**src/rtl/noise_pkg.sv**
```systemverilog
`timescale 1ns/1ps
package noise_pkg;
  localparam int NUM_CH  = 4;
  localparam int NUM_HPF = NUM_CH / 2;
  localparam int CTL_W   = 8;
  localparam int VOL_W   = 4;
  localparam int MIX_W   = $clog2(NUM_CH * ((1 << VOL_W) - 1) + 1);

  // control word bit positions
  localparam int CB_GATE_OFF = 7;
  localparam int CB_SRC4     = 6;
  localparam int CB_TONE     = 5;
  localparam int CB_VOLONLY  = 4;

  typedef logic [VOL_W-1:0] vol_t;
  typedef logic [CTL_W-1:0] ctl_t;
endpackage

```
**src/rtl/noise_lfsr.sv**
```systemverilog
`timescale 1ns/1ps
module noise_lfsr #(
  parameter int WIDTH   = 17,
  parameter int TAP     = 13,
  parameter int SHORT_W = 9,
  parameter int SHORT_T = 4
) (
  input  logic clk_i,
  input  logic rst_ni,
  input  logic short_i,
  output logic bit_o
);
  logic [WIDTH-1:0] r_q;
  logic             fb;

  always_comb begin
    if (short_i) fb = (r_q[SHORT_W-1:0] == '0) ? 1'b1 : (r_q[SHORT_W-1] ^ r_q[SHORT_T]);
    else         fb = (r_q == '0) ? 1'b1 : (r_q[WIDTH-1] ^ r_q[TAP]);
  end

  always_ff @(posedge clk_i or negedge rst_ni) begin
    if (!rst_ni) r_q <= '1;
    else         r_q <= {r_q[WIDTH-2:0], fb};
  end

  assign bit_o = short_i ? r_q[SHORT_W-1] : r_q[WIDTH-1];

  p_nonzero_r1: assert property (@(posedge clk_i) disable iff (!rst_ni) r_q != '0);
endmodule

```
**src/rtl/noise_channel.sv**
```systemverilog
`timescale 1ns/1ps
module noise_channel import noise_pkg::*; #(
  parameter bit HAS_HPF = 1'b0
) (
  input  logic clk_i,
  input  logic rst_ni,
  input  ctl_t ctl_i,
  input  logic sample_i,
  input  logic partner_sample_i,
  input  logic hpf_en_i,
  input  logic p4_i,
  input  logic p5_i,
  input  logic pl_i,
  output vol_t level_o
);
  logic tone_q, permit, out_bit;

  assign permit = (ctl_i[CB_GATE_OFF] | p5_i) &
                  (ctl_i[CB_TONE] | (ctl_i[CB_SRC4] ? p4_i : pl_i));

  always_ff @(posedge clk_i or negedge rst_ni) begin
    if (!rst_ni)                tone_q <= 1'b0;
    else if (sample_i && permit) tone_q <= ~tone_q;
  end

  generate
    if (HAS_HPF) begin : g_hpf
      logic hpf_q;
      always_ff @(posedge clk_i or negedge rst_ni) begin
        if (!rst_ni)               hpf_q <= 1'b0;
        else if (partner_sample_i) hpf_q <= tone_q;
      end
      assign out_bit = tone_q ^ (hpf_en_i & hpf_q);

      p_hpf_hold_r7: assert property (@(posedge clk_i) disable iff (!rst_ni)
        !partner_sample_i |=> $stable(hpf_q));
    end else begin : g_plain
      logic unused_hpf;
      assign unused_hpf = hpf_en_i ^ partner_sample_i;
      assign out_bit    = tone_q;
    end
  endgenerate

  assign level_o = (ctl_i[CB_VOLONLY] | out_bit) ? ctl_i[VOL_W-1:0] : '0;

  p_hold_r3: assert property (@(posedge clk_i) disable iff (!rst_ni)
    !sample_i |=> $stable(tone_q));
  p_toggle_r4: assert property (@(posedge clk_i) disable iff (!rst_ni)
    (sample_i && permit) |=> (tone_q != $past(tone_q)));
endmodule

```
**src/rtl/noise_sum.sv**
```systemverilog
`timescale 1ns/1ps
module noise_sum #(
  parameter int N     = 4,
  parameter int W_IN  = 4,
  parameter int W_OUT = 6
) (
  input  logic              clk_i,
  input  logic              rst_ni,
  input  logic [N*W_IN-1:0] levels_i,
  output logic [W_OUT-1:0]  sum_o
);
  logic [W_OUT-1:0] sum_d;
  logic             armed_q;

  always_comb begin
    sum_d = '0;
    for (int i = 0; i < N; i++) sum_d = sum_d + W_OUT'(levels_i[i*W_IN +: W_IN]);
  end

  always_ff @(posedge clk_i or negedge rst_ni) begin
    if (!rst_ni) begin
      sum_o   <= '0;
      armed_q <= 1'b0;
    end else begin
      sum_o   <= sum_d;
      armed_q <= 1'b1;
    end
  end

  p_mix_lag_r8: assert property (@(posedge clk_i) disable iff (!rst_ni)
    (armed_q && $stable(levels_i)) |=> $stable(sum_o));
endmodule

```
**src/rtl/poly_noise_mixer.sv**
```systemverilog
`timescale 1ns/1ps
module poly_noise_mixer import noise_pkg::*; (
  input  logic                    clk_i,
  input  logic                    rst_ni,
  input  logic [NUM_CH*CTL_W-1:0] ctl_i,
  input  logic [NUM_CH-1:0]       sample_i,
  input  logic                    poly_short_i,
  input  logic [NUM_HPF-1:0]      hpf_en_i,
  output logic [NUM_CH*VOL_W-1:0] level_o,
  output logic [MIX_W-1:0]        mix_o
);
  logic p4, p5, pl;

  noise_lfsr #(.WIDTH(4), .TAP(2), .SHORT_W(4), .SHORT_T(2)) i_lfsr4 (
    .clk_i, .rst_ni, .short_i(1'b0), .bit_o(p4));
  noise_lfsr #(.WIDTH(5), .TAP(2), .SHORT_W(5), .SHORT_T(2)) i_lfsr5 (
    .clk_i, .rst_ni, .short_i(1'b0), .bit_o(p5));
  noise_lfsr #(.WIDTH(17), .TAP(13), .SHORT_W(9), .SHORT_T(4)) i_lfsr17 (
    .clk_i, .rst_ni, .short_i(poly_short_i), .bit_o(pl));

  generate
    for (genvar v = 0; v < NUM_CH; v++) begin : g_ch
      noise_channel #(.HAS_HPF(v < NUM_HPF)) i_ch (
        .clk_i,
        .rst_ni,
        .ctl_i           (ctl_i[v*CTL_W +: CTL_W]),
        .sample_i        (sample_i[v]),
        .partner_sample_i(sample_i[(v + NUM_HPF) % NUM_CH]),
        .hpf_en_i        (hpf_en_i[v % NUM_HPF]),
        .p4_i            (p4),
        .p5_i            (p5),
        .pl_i            (pl),
        .level_o         (level_o[v*VOL_W +: VOL_W])
      );
    end
  endgenerate

  noise_sum #(.N(NUM_CH), .W_IN(VOL_W), .W_OUT(MIX_W)) i_sum (
    .clk_i, .rst_ni, .levels_i(level_o), .sum_o(mix_o));
endmodule

```
**config.mk**
```make
export PLATFORM = sky130hd
export DESIGN_NAME = poly_noise_mixer
export DESIGN_NICKNAME = d
export VERILOG_FILES = /design/src/rtl/noise_pkg.sv /design/src/rtl/noise_lfsr.sv /design/src/rtl/noise_channel.sv /design/src/rtl/noise_sum.sv /design/src/rtl/poly_noise_mixer.sv
export SDC_FILE = /design/constraint.sdc
export NUM_CORES = 1
export LEC_CHECK = 0
export BUFFER_PORTS_ARGS = -buffer_cell sky130_fd_sc_hd__buf_4
export CAP_MARGIN = 20
export CORE_MARGIN = 2
export CORE_UTILIZATION = 48
export CTS_BUF_LIST = sky130_fd_sc_hd__clkbuf_2
export CTS_CLUSTER_DIAMETER = 150
export DETAILED_ROUTE_END_ITERATION = 12
export PLACE_DENSITY = 0.75
export SETUP_SLACK_MARGIN = 0.2
export SLEW_MARGIN = 20
export SYNTH_ARGS = -nofsm -noshare
export SYNTH_HDL_FRONTEND = slang
export SYNTH_SLANG_ARGS = --single-unit
```
**constraint.sdc**
```tcl
create_clock -name clk_i -period 3.5 [get_ports clk_i]
set_input_delay 0.525 -clock clk_i [delete_from_list [all_inputs] [get_ports clk_i]]
set_output_delay 0.525 -clock clk_i [all_outputs]
set_load 0.005 [all_outputs]
```
# Yosys cells after proc, flatten, opt, wreduce, memory -nomap -nowiden
# Cells that the tools add are included.
# op_classes
add_sub_neg,3
mux,14
bitwise_logic,28
n_reduce_logical,8
# op_table
op,n
$logic_not A17 Y1,1
$mux W4,4
$add A6 B4 Y6,2
$or A1 B1 Y1,12
$mux W1,10
$logic_not A9 Y1,1
$and A1 B1 Y1,6
$xor A1 B1 Y1,6
$add A4 B4 Y5,1
$logic_not A5 Y1,1
$logic_and A1 B1 Y1,4
$logic_not A4 Y1,1
$not A1 Y1,4
# word_totals
wordCells,63
in_bits,41
output_inout_bits,22
regBits,38

# Longest topological paths before layout
# Gate-level depths: netlist (run 1).
# logic_depth
depth_word,7
ltp_mapped,14
mapped_depth_nobuf,14

# By module
# Synthesis (run 1) repeated with hierarchy kept, for this count alone.
# hier_totals
cells_unflattened,133
area_unflattened_um2,1786.7
# by_module_without_submodules
mod,cells_each,area_each_um2,instances,seq_area_each_um2
noise_lfsr at i_lfsr17,29,531.8,1,446.7
noise_sum,43,488.0,1,150.1
noise_channel at g_ch[0].i_ch ...,13,142.6,2,50.0
noise_channel at g_ch[2].i_ch ...,9,92.6,2,25.0
noise_lfsr at i_lfsr5,7,156.4,1,131.4
noise_lfsr at i_lfsr4,9,136.4,1,105.1
poly_noise_mixer,1,3.8,1,0.0

# Least setup slack after synthesis (run 1)
# No wires, ideal clock.
# synth_timing
kind,input -> register
startpoint,input port hpf_en_i[0]
endpoint,register i_sum.sum_o[4]
slack_ns,0.379
path_buffers,0
required_time_ns,3.420
t_arrival_ns,3.041
cell_stages,12
setup_ns,0.080
cell_sequence,a21o_1 a21oi_1 nor2b_1 ha_1 fa_1 xnor2_1 fa_1 inv_1 ha_1 a21o_1 a21oi_1 xnor2_1
# synth_via
elab_chain_len,7
# synth_rtl
element,line,text
start: declaration,poly_noise_mixer.sv:8,"input logic [NUM_HPF-1:0] hpf_en_i,"
$and A1 B1 Y1,noise_channel.sv:33,assign out_bit = tone_q ^ (hpf_en_i & hpf_q);
$xor A1 B1 Y1,noise_channel.sv:33,
$or A1 B1 Y1,noise_channel.sv:44,assign level_o = (ctl_i[CB_VOLONLY] | out_bit) ? ctl_i[VOL_W-1:0] : '0;
$mux W4,noise_channel.sv:44,
net level_o[0],poly_noise_mixer.sv:9,"output logic [NUM_CH*VOL_W-1:0] level_o,"
$add A4 B4 Y5,noise_sum.sv:17,for (int i = 0; i < N; i++) sum_d = sum_d + W_OUT'(levels_i[i*W_IN +: W_IN]);
$add A6 B4 Y6 (2 in series),noise_sum.sv:17,
net i_sum.sum_d[4],noise_sum.sv:12,logic [W_OUT-1:0] sum_d;
end signal: assignment,noise_sum.sv:25,sum_o <= sum_d;
end: declaration,noise_sum.sv:10,output logic [W_OUT-1:0] sum_o
# The timed path passes the listed nets, and every way through them passes these cells.
# A chain may end at the register's enable or synchronous reset.

# Worst setup path after layout (run 1)
# layout_timing
startpoint,register g_ch[0].i_ch.tone_q
endpoint,register i_sum.sum_o[4]
# layout_via
elab_chain_len,6
# layout_rtl
element,line,text
start: declaration,noise_channel.sv:16,"logic tone_q, permit, out_bit;"
start signal: assignment,noise_channel.sv:23,else if (sample_i && permit) tone_q <= ~tone_q;
$xor A1 B1 Y1,noise_channel.sv:33,
$or A1 B1 Y1,noise_channel.sv:44,
$mux W4,noise_channel.sv:44,
$add A4 B4 Y5,noise_sum.sv:17,
$add A6 B4 Y6 (2 in series),noise_sum.sv:17,
net i_sum.sum_d[4],noise_sum.sv:12,
# The timed path passes the listed nets, and every way through them passes these cells.

==> results of run 1 <==
flip-flops by register name, summed over array words and instances, names as in the netlist:
| signal | cells |
|---|---|
| i_lfsr17.r_q | 17 |
| i_sum.sum_o | 6 |
| i_lfsr5.r_q | 5 |
| i_lfsr4.r_q | 4 |
| g_ch.i_ch.g_hpf.hpf_q | 2 |
| g_ch.i_ch.out_bit | 2 |
| g_ch.i_ch.tone_q | 2 |
Yosys cell counts, drive strengths merged:
cell type / n
a211oi: 5
a21o: 8
a21oi: 5
a41oi: 1
dfrtp: 12
dfstp: 26
fa: 6
ha: 9
inv: 17
mux2: 2
mux2i: 1
nand2: 2
nand2b: 1
nand3: 2
nor2: 7
nor2b: 11
nor3: 3
nor3b: 4
nor4: 3
o21ai: 11
o22ai: 1
or2: 1
xnor2: 3
xor2: 5
placed cells by master, fill, tap and decap left out, types with 4 or more instances in the layout:
master / n
xor2_1: 5
a211oi_2: 4
clkbuf_2: 5
ha_1: 9
dfrtp_1: 12
nor2_1: 7
a21o_1: 7
dfstp_2: 26
fa_1: 6
nor2b_1: 10
o21ai_0: 11
nor3b_1: 4
buf_4: 64
inv_1: 17
stage by stage:
| stage | cells | cell area (um^2) |
|---|---|---|
| after CTS | 264 | 2360 |
| after global placement | 256 | 2310 |
| after detailed placement | 256 | 2310 |
| after global routing | 266 | 2390 |
| after floorplan | 146 | 1790 |
| final | 266 | 2390 |
worst max-delay path: stages (launching register included):
cell,delay (ns)
dfrtp_1,0.44
a21o_1,0.19
a21oi_4,0.18
nor2b_1,0.09
ha_1,0.22
fa_1,0.40
xnor2_1,0.16
fa_1,0.55
inv_1,0.06
ha_1,0.30
a21o_1,0.16
a21oi_1,0.17
xnor2_1,0.15
power breakdown:
group          internal (uW)  switching [uW]
clock                   46.6             142
combinational            368             328
sequential               627            96.2
total                   1040             566
kinds of logic (layout without fill, tap and decap cells):
family                     after synthesis  count (layout)
AOI/OAI and AO/OA                       31              31
xor gates and xnor gates                 8               8
adders and majority gates               15              15
DFF                                     38              38
buffers and inverters                   17              89
and+or+nand+nor                         34              34
muxes                                    3               3
layer usage:
layer / track usage / routed length [um] / part of all wire / up-vias
met5: 0 / 0 / 0 / -
met4: 0.0703 / 56 / 0.015 / 0
met3: 0.0486 / 280 / 0.077 / 7
met2: 0.307 / 1690 / 0.46 / 54
met1: 0.241 / 1600 / 0.44 / 607
li1: - / - / - / 635
worst min path at each step:
| stage | startpoint | to | slack, ns | cells past startpoint |
|---|---|---|---|---|
| finish | rst_ni | i_sum.sum_o[4] | 0.05 | 1 |
| global route | rst_ni | i_sum.sum_o[4] | 0.05 | 1 |
| CTS | rst_ni | i_sum.sum_o[4] | 0.04 | 1 |
| detailed placement | i_lfsr17.r_q[10] | i_lfsr17.r_q[11] | 0.36 | 0 |
| global placement | i_lfsr17.r_q[2] | i_lfsr17.r_q[3] | 0.35 | 0 |
| floorplan | rst_ni | g_ch[0].i_ch.g_hpf.hpf_q | 0.23 | 0 |
timing repair:
action / 4_1_cts / 5_1_grt
endpoints found under the setup margin: 1 / 4
hold buffers: 0 / 0
setup buffers: 0 / 2
gates resized for setup: 1 / 4
gates cloned: 0 / 0
hold endpoints to repair: 0 / 0
area by class of cell:
| type | instances | area share |
|---|---|---|
| clock buffers | 5 | 0.0104 |
| clock inverters | 3 | 0.00627 |
| inverters | 17 | 0.0266 |
| multi-input cells | 91 | 0.320 |
| flip-flops and latches | 38 | 0.411 |
| well taps | 48 | 0.0251 |
| repair buffers | 64 | 0.201 |
==> metrics.md, run 1 <==
| Metric | Value |
|---|---|
| Power consumption | `1610 uW` |
| Filler cells | `301` |
| Worst-case clock buffer depth | `2` |
| Area Overhead vs Synth | `33.8%` |
| Slew @ Worst Pin | `0.445 ns` |
| Port buffer count | `62` |
| Final Cycle Share | `0.897` |
| Final nets | `273` |
| Startpoint types | `flop` |
| PwrDens | `671 nW/um^2` |
| Leakage | `0.00117 uW` |
| Multi-input gate area | `767 um^2` |
| Synth cell types | `26` |
| CP required | `3.82 ns` |
| Wire length per cell | `13.6 um` |
| Post-route ant nets | `0` |
| CTS tree | `yes` |
| First-pass GRT wire length | `roughly 5900 um` |
| Io pins | `63` |
| Hold Vio Cnt, Final | `0` |
| DP Worst Slack | `-0.00823 ns` |
| Crit. End Element | `flop` |
| Total track usage | `0.188` |
| Crit path time final | `3.14 ns` |
| Layout Utilization | `0.659` |
| CP arrival | `3.46 ns` |
| Simple-Gate Fraction of Synth Area | `0.106` |
| Rel. slew slack | `0.700` |
| Chip Height | `65.1 um` |
| Syn nets | `202` |
| Core footprint | `3630 um^2` |
| ANT cells | `0` |
| Setup crit end | `i_sum.sum_o[4]` |
| Initial core utilization | `0.492` |
| WL final | `3620 um` |
| RSZ-0062 raised after global routing | `true` |
| #FFs+latches synth | `38` |
| Routed vias | `1303` |
| Initial DRC count | `31` |
| Die footprint | `4230 um^2` |
| Synth Cell Area | `1790 um^2` |
| Main combinational cell family by area after synthesis | `adder cells` |
| Critical path class | `reg -> reg` |
| Max rail drop VDD | `around 0.25 mV` |
| Sink Count | `38` |
| FF-to-FF Start | `g_ch[0].i_ch.tone_q` |
| Register cell area after layout | `983 um^2` |
| Drt drc | `0` |
| Largest net degree at the start of global routing | `39` |
| Top cells by area, synth | `dfstp_2, dfrtp_1, fa_1` |
| Yosys top cell area share | `0.382` |
| Synth Area in Adders | `0.130` |
| Crit. Startpoint | `g_ch[0].i_ch.tone_q` |
| Syn_area_per_cell | `12.3 um^2` |
| Synth Area in XOR/XNOR | `0.0392` |
| Seq/Total Area, Yosys | `0.550` |
| Htree depth | `2` |
| R2R Setup Slk | `0.36 ns` |
| Die extent in x | `65.1 um` |
| Complex-gate fraction of the synthesized area | `0.120` |
| Synth Instances | `between 100 and 150` |
| Row count | `22` |
| DPL Wire Length | `2870 um` |
| Share of post-route cells with drive strength above 1 | `0.500` |
| Antenna violations before repair | `0` |
| Final Setup Violations | `0` |
| Clk_skew | `between 0.015 and 0.02 ns` |
| Clock transition at path regs | `0.19 ns` |
| Hold slack | `0.0506 ns` |
| Fmax | `around 0.32 GHz` |
| Drt pass-1 iters | `4` |
| Top cell type by total area after synthesis | `dfstp_2` |
| Global route overflow | `0` |
| Vias in the first global route | `1312` |
| Worst r2r path cells | `12` |
| CTS Buf Count | `5` |
| Final WS setup | `0.359 ns` |
| Total negative slack | `0 ns` |
| Outcome | `complete, no violations` |
| Routability Congestion | `0.816` |
| Max Cap Viol | `0` |
| CTS Root Cell | `clkbuf_2` |
| Yosys warns | `0` |
| Via-to-Cell Ratio | `~4.9` |
| Worst-skew pair later-pin latency | `0.39 ns` |
| Hold WC Path Type | `in -> async` |
| Mux cell area share after synthesis | `0.0203` |
| Crit path max fanout | `4` |
| Number of max-slew violations in the final report | `0` |
| Reg-to-Reg End | `i_sum.sum_o[4]` |
Note: power is estimated with default switching activity, not from simulation.
==> run 2, diff against run 1 <==
CTS_BUF_LIST = sky130_fd_sc_hd__clkbuf_8   (was sky130_fd_sc_hd__clkbuf_2)
==> run 2 against run 1 <==
Combinational power increased by 3.6%. Critical endpoint is now i_sum.sum_o[5]. Largest power group unchanged. Non-clock buffer count increased by 2. Setup slack improved by 0.039 ns. Clock skew decreased by 0.012 ns. Critical path depth increased by 2. Critical path type unchanged.
==> metrics.md, run 2 (synthesized netlist as in run 1, its figures left out) <==
| Metric | Value |
|---|---|
| Total track usage | `0.187` |
| GR Layer Usage met2 | `0.308` |
| Area Overhead vs Synth | `37.9%` |
| Hold WC Path Type | `in -> async` |
| Slew @ Worst Pin | `between 0.4 and 0.5 ns` |
| RSZ-0062 raised after global routing | `false` |
| Clock transition at path regs | `around 0.070 ns` |
| DPL Wire Length | `2870 um` |
| Largest net degree at the start of global routing | `39` |
| CP arrival | `approximately 3.3 ns` |
| Die extent in x | `~65 um` |
| DP Area | `2310 um^2` |
| Commonest non-fill, non-tap cell in the layout | `buf_4` |
| Initial core utilization | `0.492` |
| Initial DRC count | `32` |
| Cell Count, Final, Fillers Out | `268` |
| Worst-skew pair later-pin latency | `0.28 ns` |
| Share of post-route cells with drive strength above 1 | `0.514` |
| Top reg by flops | `i_lfsr17.r_q` |
| Fmax | `around 0.32 GHz` |
| ANT cells | `0` |
| Multi-input gate area | `771 um^2` |
| Crit. End Element | `flop` |
| Wire length per cell | `13.6 um` |
| Startpoint types | `flop` |
| PwrDens | `~710 nW/um^2` |
| Final nets | `275` |
| Rel. slew slack | `0.696` |
| Commonest non-fill, non-tap cells in the layout | `buf_4, dfstp_2, inv_1, dfrtp_1` |
| Via-to-Cell Ratio | `4.84` |
| Chip Height | `between 60 and 70 um` |
| Drt drc | `0` |
| Design area | `2470 um^2` |
| CP required | `3.72 ns` |
| Crit path max fanout | `4` |
| Met1 GRT Util | `0.240` |
| Max rail drop VDD | `0.341 mV` |
| Leakage | `between 0.001 and 0.0015 uW` |
| Outcome | `complete, no violations` |
| Vias in the first global route | `~1300` |
| Core footprint | `3630 um^2` |
| Die footprint | `4230 um^2` |
| Port buffer count | `62` |
| Post-Place Cells | `256` |
| Row count | `22` |
| Final Cycle Share | `0.886` |
| Final WS setup | `0.398 ns` |
| Clk_skew | `between 0.005 and 0.006 ns` |
| Io pins | `63` |
| Routed vias | `~1300` |
| Routability Congestion | `between 0.8 and 0.9` |
| CTS Root Cell | `clkbuf_8` |
| Htree depth | `2` |
| DP Worst Slack | `-0.00823 ns` |
| Antenna violations before repair | `0` |
| Crit path time final | `3.10 ns` |
| Final Setup Violations | `0` |
| Global routing usage on met3 | `0.0434` |
| WL final | `approximately 3600 um` |
| Max reg flops | `17` |
| Global route overflow | `0` |
| First-pass GRT wire length | `slightly below 6000 um` |
| Critical path class | `reg -> reg` |
| CTS tree | `yes` |
| GRT busiest layer | `met2` |
| Drt pass-1 iters | `4` |
| Worst-case clock buffer depth | `2` |
| Number of max-slew violations in the final report | `0` |
| Post-route ant nets | `0` |
| Biggest regs | `i_lfsr17.r_q: 17 flops, i_sum.sum_o: 6 flops, i_lfsr5.r_q: 5 flops` |
| Max Cap Viol | `0` |
| Sink Count | `38` |
| CTS Buf Count | `5` |
| Register cell area after layout | `983 um^2` |
| Filler cells | `roughly 290` |
| Hold Vio Cnt, Final | `0` |
## run 2: where the power goes
| group | internal (uW) | switching (uW) |
|---|---|---|
| clock network | 159 | 147 |
| registers | 629 | 96.0 |
| logic | 382 | 340 |
## run 2: area by class of cell
class | instances | share of cell area
clock buffers | 6 | 0.0335
inverters | 17 | 0.0259
well taps | 48 | 0.0243
clock inverters | 2 | 0.00456
flip-flops and latches | 38 | 0.399
multi-input cells | 91 | 0.312
repair buffers | 66 | 0.201
## run 2: metal layers
metal / wire (um) / vias up / share of wire
met4: 40 / 0 / 0.011
met1: 1630 / 605 / 0.45
met5: 0 / - / 0
met3: 262 / 4 / 0.072
met2: 1700 / 52 / 0.47
li1: - / 637 / -
## run 2: worst max-delay path: stages, from the launching register on
cell	delay, ns
dfrtp_1	0.41
a21o_1	0.20
a21oi_4	0.17
nor2b_1	0.08
ha_1	0.22
fa_2	0.52
inv_1	0.05
fa_1	0.43
inv_1	0.07
ha_1	0.16
inv_1	0.06
fa_1	0.41
nor2b_1	0.12
o21ai_0	0.08
nand2b_1	0.08
## run 2: through the flow
step / utilization / total power, uW / hold slack (ns) / TNS, ns
2_1_floorplan: - / 1120 / 0.229 / 0
3_3_place_gp: 0.637 / 1350 / 0.355 / 0
3_5_place_dp: 0.637 / 1400 / 0.357 / -0.00823
4_1_cts: 0.663 / 1710 / 0.193 / 0
5_1_grt: 0.679 / 1890 / 0.221 / 0
6_report: 0.679 / 1750 / 0.191 / 0
## run 2: path summary, 6_finish.rpt
| check | depth (start not counted) | to | slack, ns | start |
|---|---|---|---|---|
| min | 1 | i_sum.sum_o[3] | 0.19 | rst_ni |
| max | 14 | i_sum.sum_o[5] | 0.40 | g_ch[0].i_ch.tone_q |
| min in group clk_i | 0 | i_lfsr17.r_q[11] | 0.36 | i_lfsr17.r_q[10] |
| min reg2reg | 0 | i_lfsr17.r_q[11] | 0.36 | i_lfsr17.r_q[10] |
| max reg2reg | 14 | i_sum.sum_o[5] | 0.40 | g_ch[0].i_ch.tone_q |
| max in group asynchronous | 1 | i_lfsr17.r_q[10] | 2.96 | rst_ni |
## run 2: what timing repair did
| action | in CTS | in global routing |
|---|---|---|
| setup endpoints to repair | 0 | 4 |
| buffers inserted | 0 | 4 |
| hold buffers | 0 | 0 |
| resized for setup | 0 | 6 |
| endpoints found under the hold margin | 0 | 0 |
==> run 3, diff against run 2 <==
--- a/config.mk
+++ b/config.mk
@@ -9,9 +9,9 @@
 export CAP_MARGIN = 20
 export CORE_MARGIN = 2
-export CORE_UTILIZATION = 48
+export CORE_UTILIZATION = 51
 export CTS_BUF_LIST = sky130_fd_sc_hd__clkbuf_8
 export CTS_CLUSTER_DIAMETER = 150
 export DETAILED_ROUTE_END_ITERATION = 12
-export PLACE_DENSITY = 0.75
+export PLACE_DENSITY = 0.79
 export SETUP_SLACK_MARGIN = 0.2
 export SLEW_MARGIN = 20
==> constraint.sdc (replaced) <==
create_clock -name clk_i -period 3.5 [get_ports clk_i]
set_input_delay 0.525 -clock clk_i [delete_from_list [all_inputs] [get_ports clk_i]]
set_output_delay 0.525 -clock clk_i [all_outputs]
set_load 0.05 [all_outputs]
==> run 3 against run 2 <==
Power increased by 18%. Critical path depth unchanged. Via count rose by 2.3%. Die area is 5.5% lower. Sequential share of layout area is 0.42 points lower. Combinational power rose by 35%. Clock-buffer cell count is the same. Non-clock buffer count is 2 lower. Cell count shrank 1.5%. Register-to-register slack worse by 0.11 ns. Sequential power rose by 0.6%. Sequential cell count is the same. Critical endpoint unchanged. Highest routed layer unchanged.
==> metrics.md, run 3 (synthesized netlist as in run 1, its figures left out) <==
| Metric | Value |
|---|---|
| CP required | `3.73 ns` |
| ANT cells | `0` |
| Global route overflow | `0` |
| Via-to-Cell Ratio | `5.03` |
| Crit path time final | `3.21 ns` |
| Top reg by flops | `i_lfsr17.r_q` |
| Crit path max-delay cell type | `fa_2` |
| Hold slack | `0.173 ns` |
| Area Overhead vs Synth | `39.4%` |
| Port buffer count | `62` |
| Die footprint | `between 3000 and 4000 um^2` |
| Total track usage | `0.211` |
| CP peak stage delay | `0.52 ns` |
| DPL Wire Length | `3030 um` |
| Final Setup Violations | `0` |
| Critical path class | `reg -> reg` |
| Crit. End Element | `flop` |
| Hold Vio Cnt, Final | `0` |
| PwrDens | `a little over 800 nW/um^2` |
| Initial core utilization | `0.532` |
| Biggest regs | `i_lfsr17.r_q: 17 flops, i_sum.sum_o: 6 flops, i_lfsr5.r_q: 5 flops` |
| CTS tree | `yes` |
| CTS Root Cell | `clkbuf_8` |
| Slew @ Worst Pin | `between 0.4 and 0.5 ns` |
| Max Cap Viol | `0` |
| Initial DRC count | `31` |
| Filler cells | `244` |
| Routed vias | `roughly 1300` |
| Final nets | `273` |
| RSZ-0062 raised after global routing | `false` |
| Most used cell, CP | `inv_1` |
| Hold WC Path Type | `in -> async` |
| CTS Buf Count | `5` |
| Share of post-route cells with drive strength above 1 | `0.537` |
| Startpoint types | `flop` |
| Drt drc | `0` |
| Chip Height | `63.2 um` |
| Worst-skew pair later-pin latency | `0.29 ns` |
| Die extent in x | `roughly 63 um` |
| First-pass GRT wire length | `~6400 um` |
| Max rail drop VDD | `about 0.41 mV` |
| Row count | `21` |
| Wire length per cell | `14.2 um` |
| WL final | `3750 um` |
| Post-route ant nets | `0` |
| CP arrival | `between 3 and 4 ns` |
| Io pins | `between 60 and 70` |
| Outcome | `complete, no violations` |
| Crit path max fanout | `4` |
| Clock transition at path regs | `0.07 ns` |
| Clk_skew | `0.00883 ns` |
| Drt pass-1 iters | `4` |
| Worst r2r path cells | `14` |
| Commonest non-fill, non-tap cell in the layout | `buf_4` |
| Antenna violations before repair | `0` |
| Htree depth | `2` |
| Core footprint | `~3400 um^2` |
| Final Cycle Share | `0.918` |
| Rel. slew slack | `0.703` |
| Routability Congestion | `0.833` |
| Power consumption | `2070 uW` |
| Worst-case clock buffer depth | `2` |
| Sink Count | `38` |
| Largest net degree at the start of global routing | `39` |
| Number of max-slew violations in the final report | `0` |
| Commonest non-fill, non-tap cells in the layout | `buf_4, dfstp_2, inv_1, dfrtp_1, o21ai_0` |
| Leakage | `~0.0012 uW` |
| Crit-path cells | `a21o_1 -> a21oi_4 -> nor2b_2 -> ha_1 -> fa_2 -> inv_1 -> fa_1 -> inv_1 -> ha_1 -> inv_1 -> fa_1 -> nor2b_1 -> o21ai_0 -> nand2b_1` |
| Fmax | `0.311 GHz` |
| Vias in the first global route | `1386` |
| Max reg flops | `17` |
| Hold_buf cts | `0` |
## run 3: cell count changes in the layout (fill, tap and decap cells not counted), sizes merged
cell / previous run / this run
clkinv: 1 / 0
bufinv: 0 / 1
buf: 66 / 64
## run 3: stage by stage
| stage | cell area, um^2 | util | cells | setup WS, ns | setup TNS (ns) |
|---|---|---|---|---|---|
| global placement | 2330 | 0.694 | 254 | 0.166 | 0 |
| CTS | 2450 | 0.729 | 262 | 0.212 | 0 |
| global route | 2490 | 0.741 | 264 | 0.191 | 0 |
| finish | 2490 | 0.741 | 264 | 0.286 | 0 |
| detailed placement | 2330 | 0.694 | 254 | -0.00826 | -0.00826 |
| floorplan | 1810 | - | 146 | 0.209 | 0 |
## run 3: final cells by class
class,instances,area (um^2),share of cell area
timing repair buffer,64,480,0.193
clock inverter,2,33.8,0.0135
multi-input combinational,91,792,0.318
clock buffer,6,82.6,0.0331
sequential,38,983,0.394
inverter,17,63.8,0.0256
tap,46,57.6,0.0231
## run 3: power by group
| part | internal [uW] | switching (uW) | leakage [uW] | total, uW |
|---|---|---|---|---|
| clock network | 229 | 138 | 0.0000626 | 367 |
| logic | 389 | 584 | 0.000735 | 972 |
| registers | 629 | 99.6 | 0.000415 | 729 |
| total | 1250 | 822 | 0.00121 | 2070 |
## run 3: routing by layer
metal	vias to the layer above	GRT usage	wire length, um
li1	633	-	-
met1	634	0.241	1470
met2	56	0.364	1910
met3	5	0.0661	307
met4	0	0.0897	61
met5	-	0	0
## run 3: what timing repair did
item                                    4_1_cts  5_1_grt
endpoints found under the hold margin         0        0
buffers inserted                              0        2
endpoints found under the setup margin        0        3
gates resized for setup                       0        5
## run 3: worst paths after layout
path,start,endpoint,slack (ns)
worst min-delay path,rst_ni,i_sum.sum_o[2],0.17
worst min register to register,i_lfsr17.r_q[5],i_lfsr17.r_q[6],0.36
max in group asynchronous,rst_ni,i_lfsr17.r_q[9],2.97
worst max-delay path,g_ch[0].i_ch.tone_q,i_sum.sum_o[5],0.29
worst max register to register,g_ch[0].i_ch.tone_q,i_sum.sum_o[5],0.29
min in group clk_i,i_lfsr17.r_q[5],i_lfsr17.r_q[6],0.36
## run 3: worst max-delay path: cells and delay by family (launching register included)
kind / cells / cell delay [ns]
buf+inv: 3 / 0.17
simple gates: 3 / 0.30
fa+ha+maj: 5 / 1.73
flops: 1 / 0.41
compound gates: 3 / 0.53
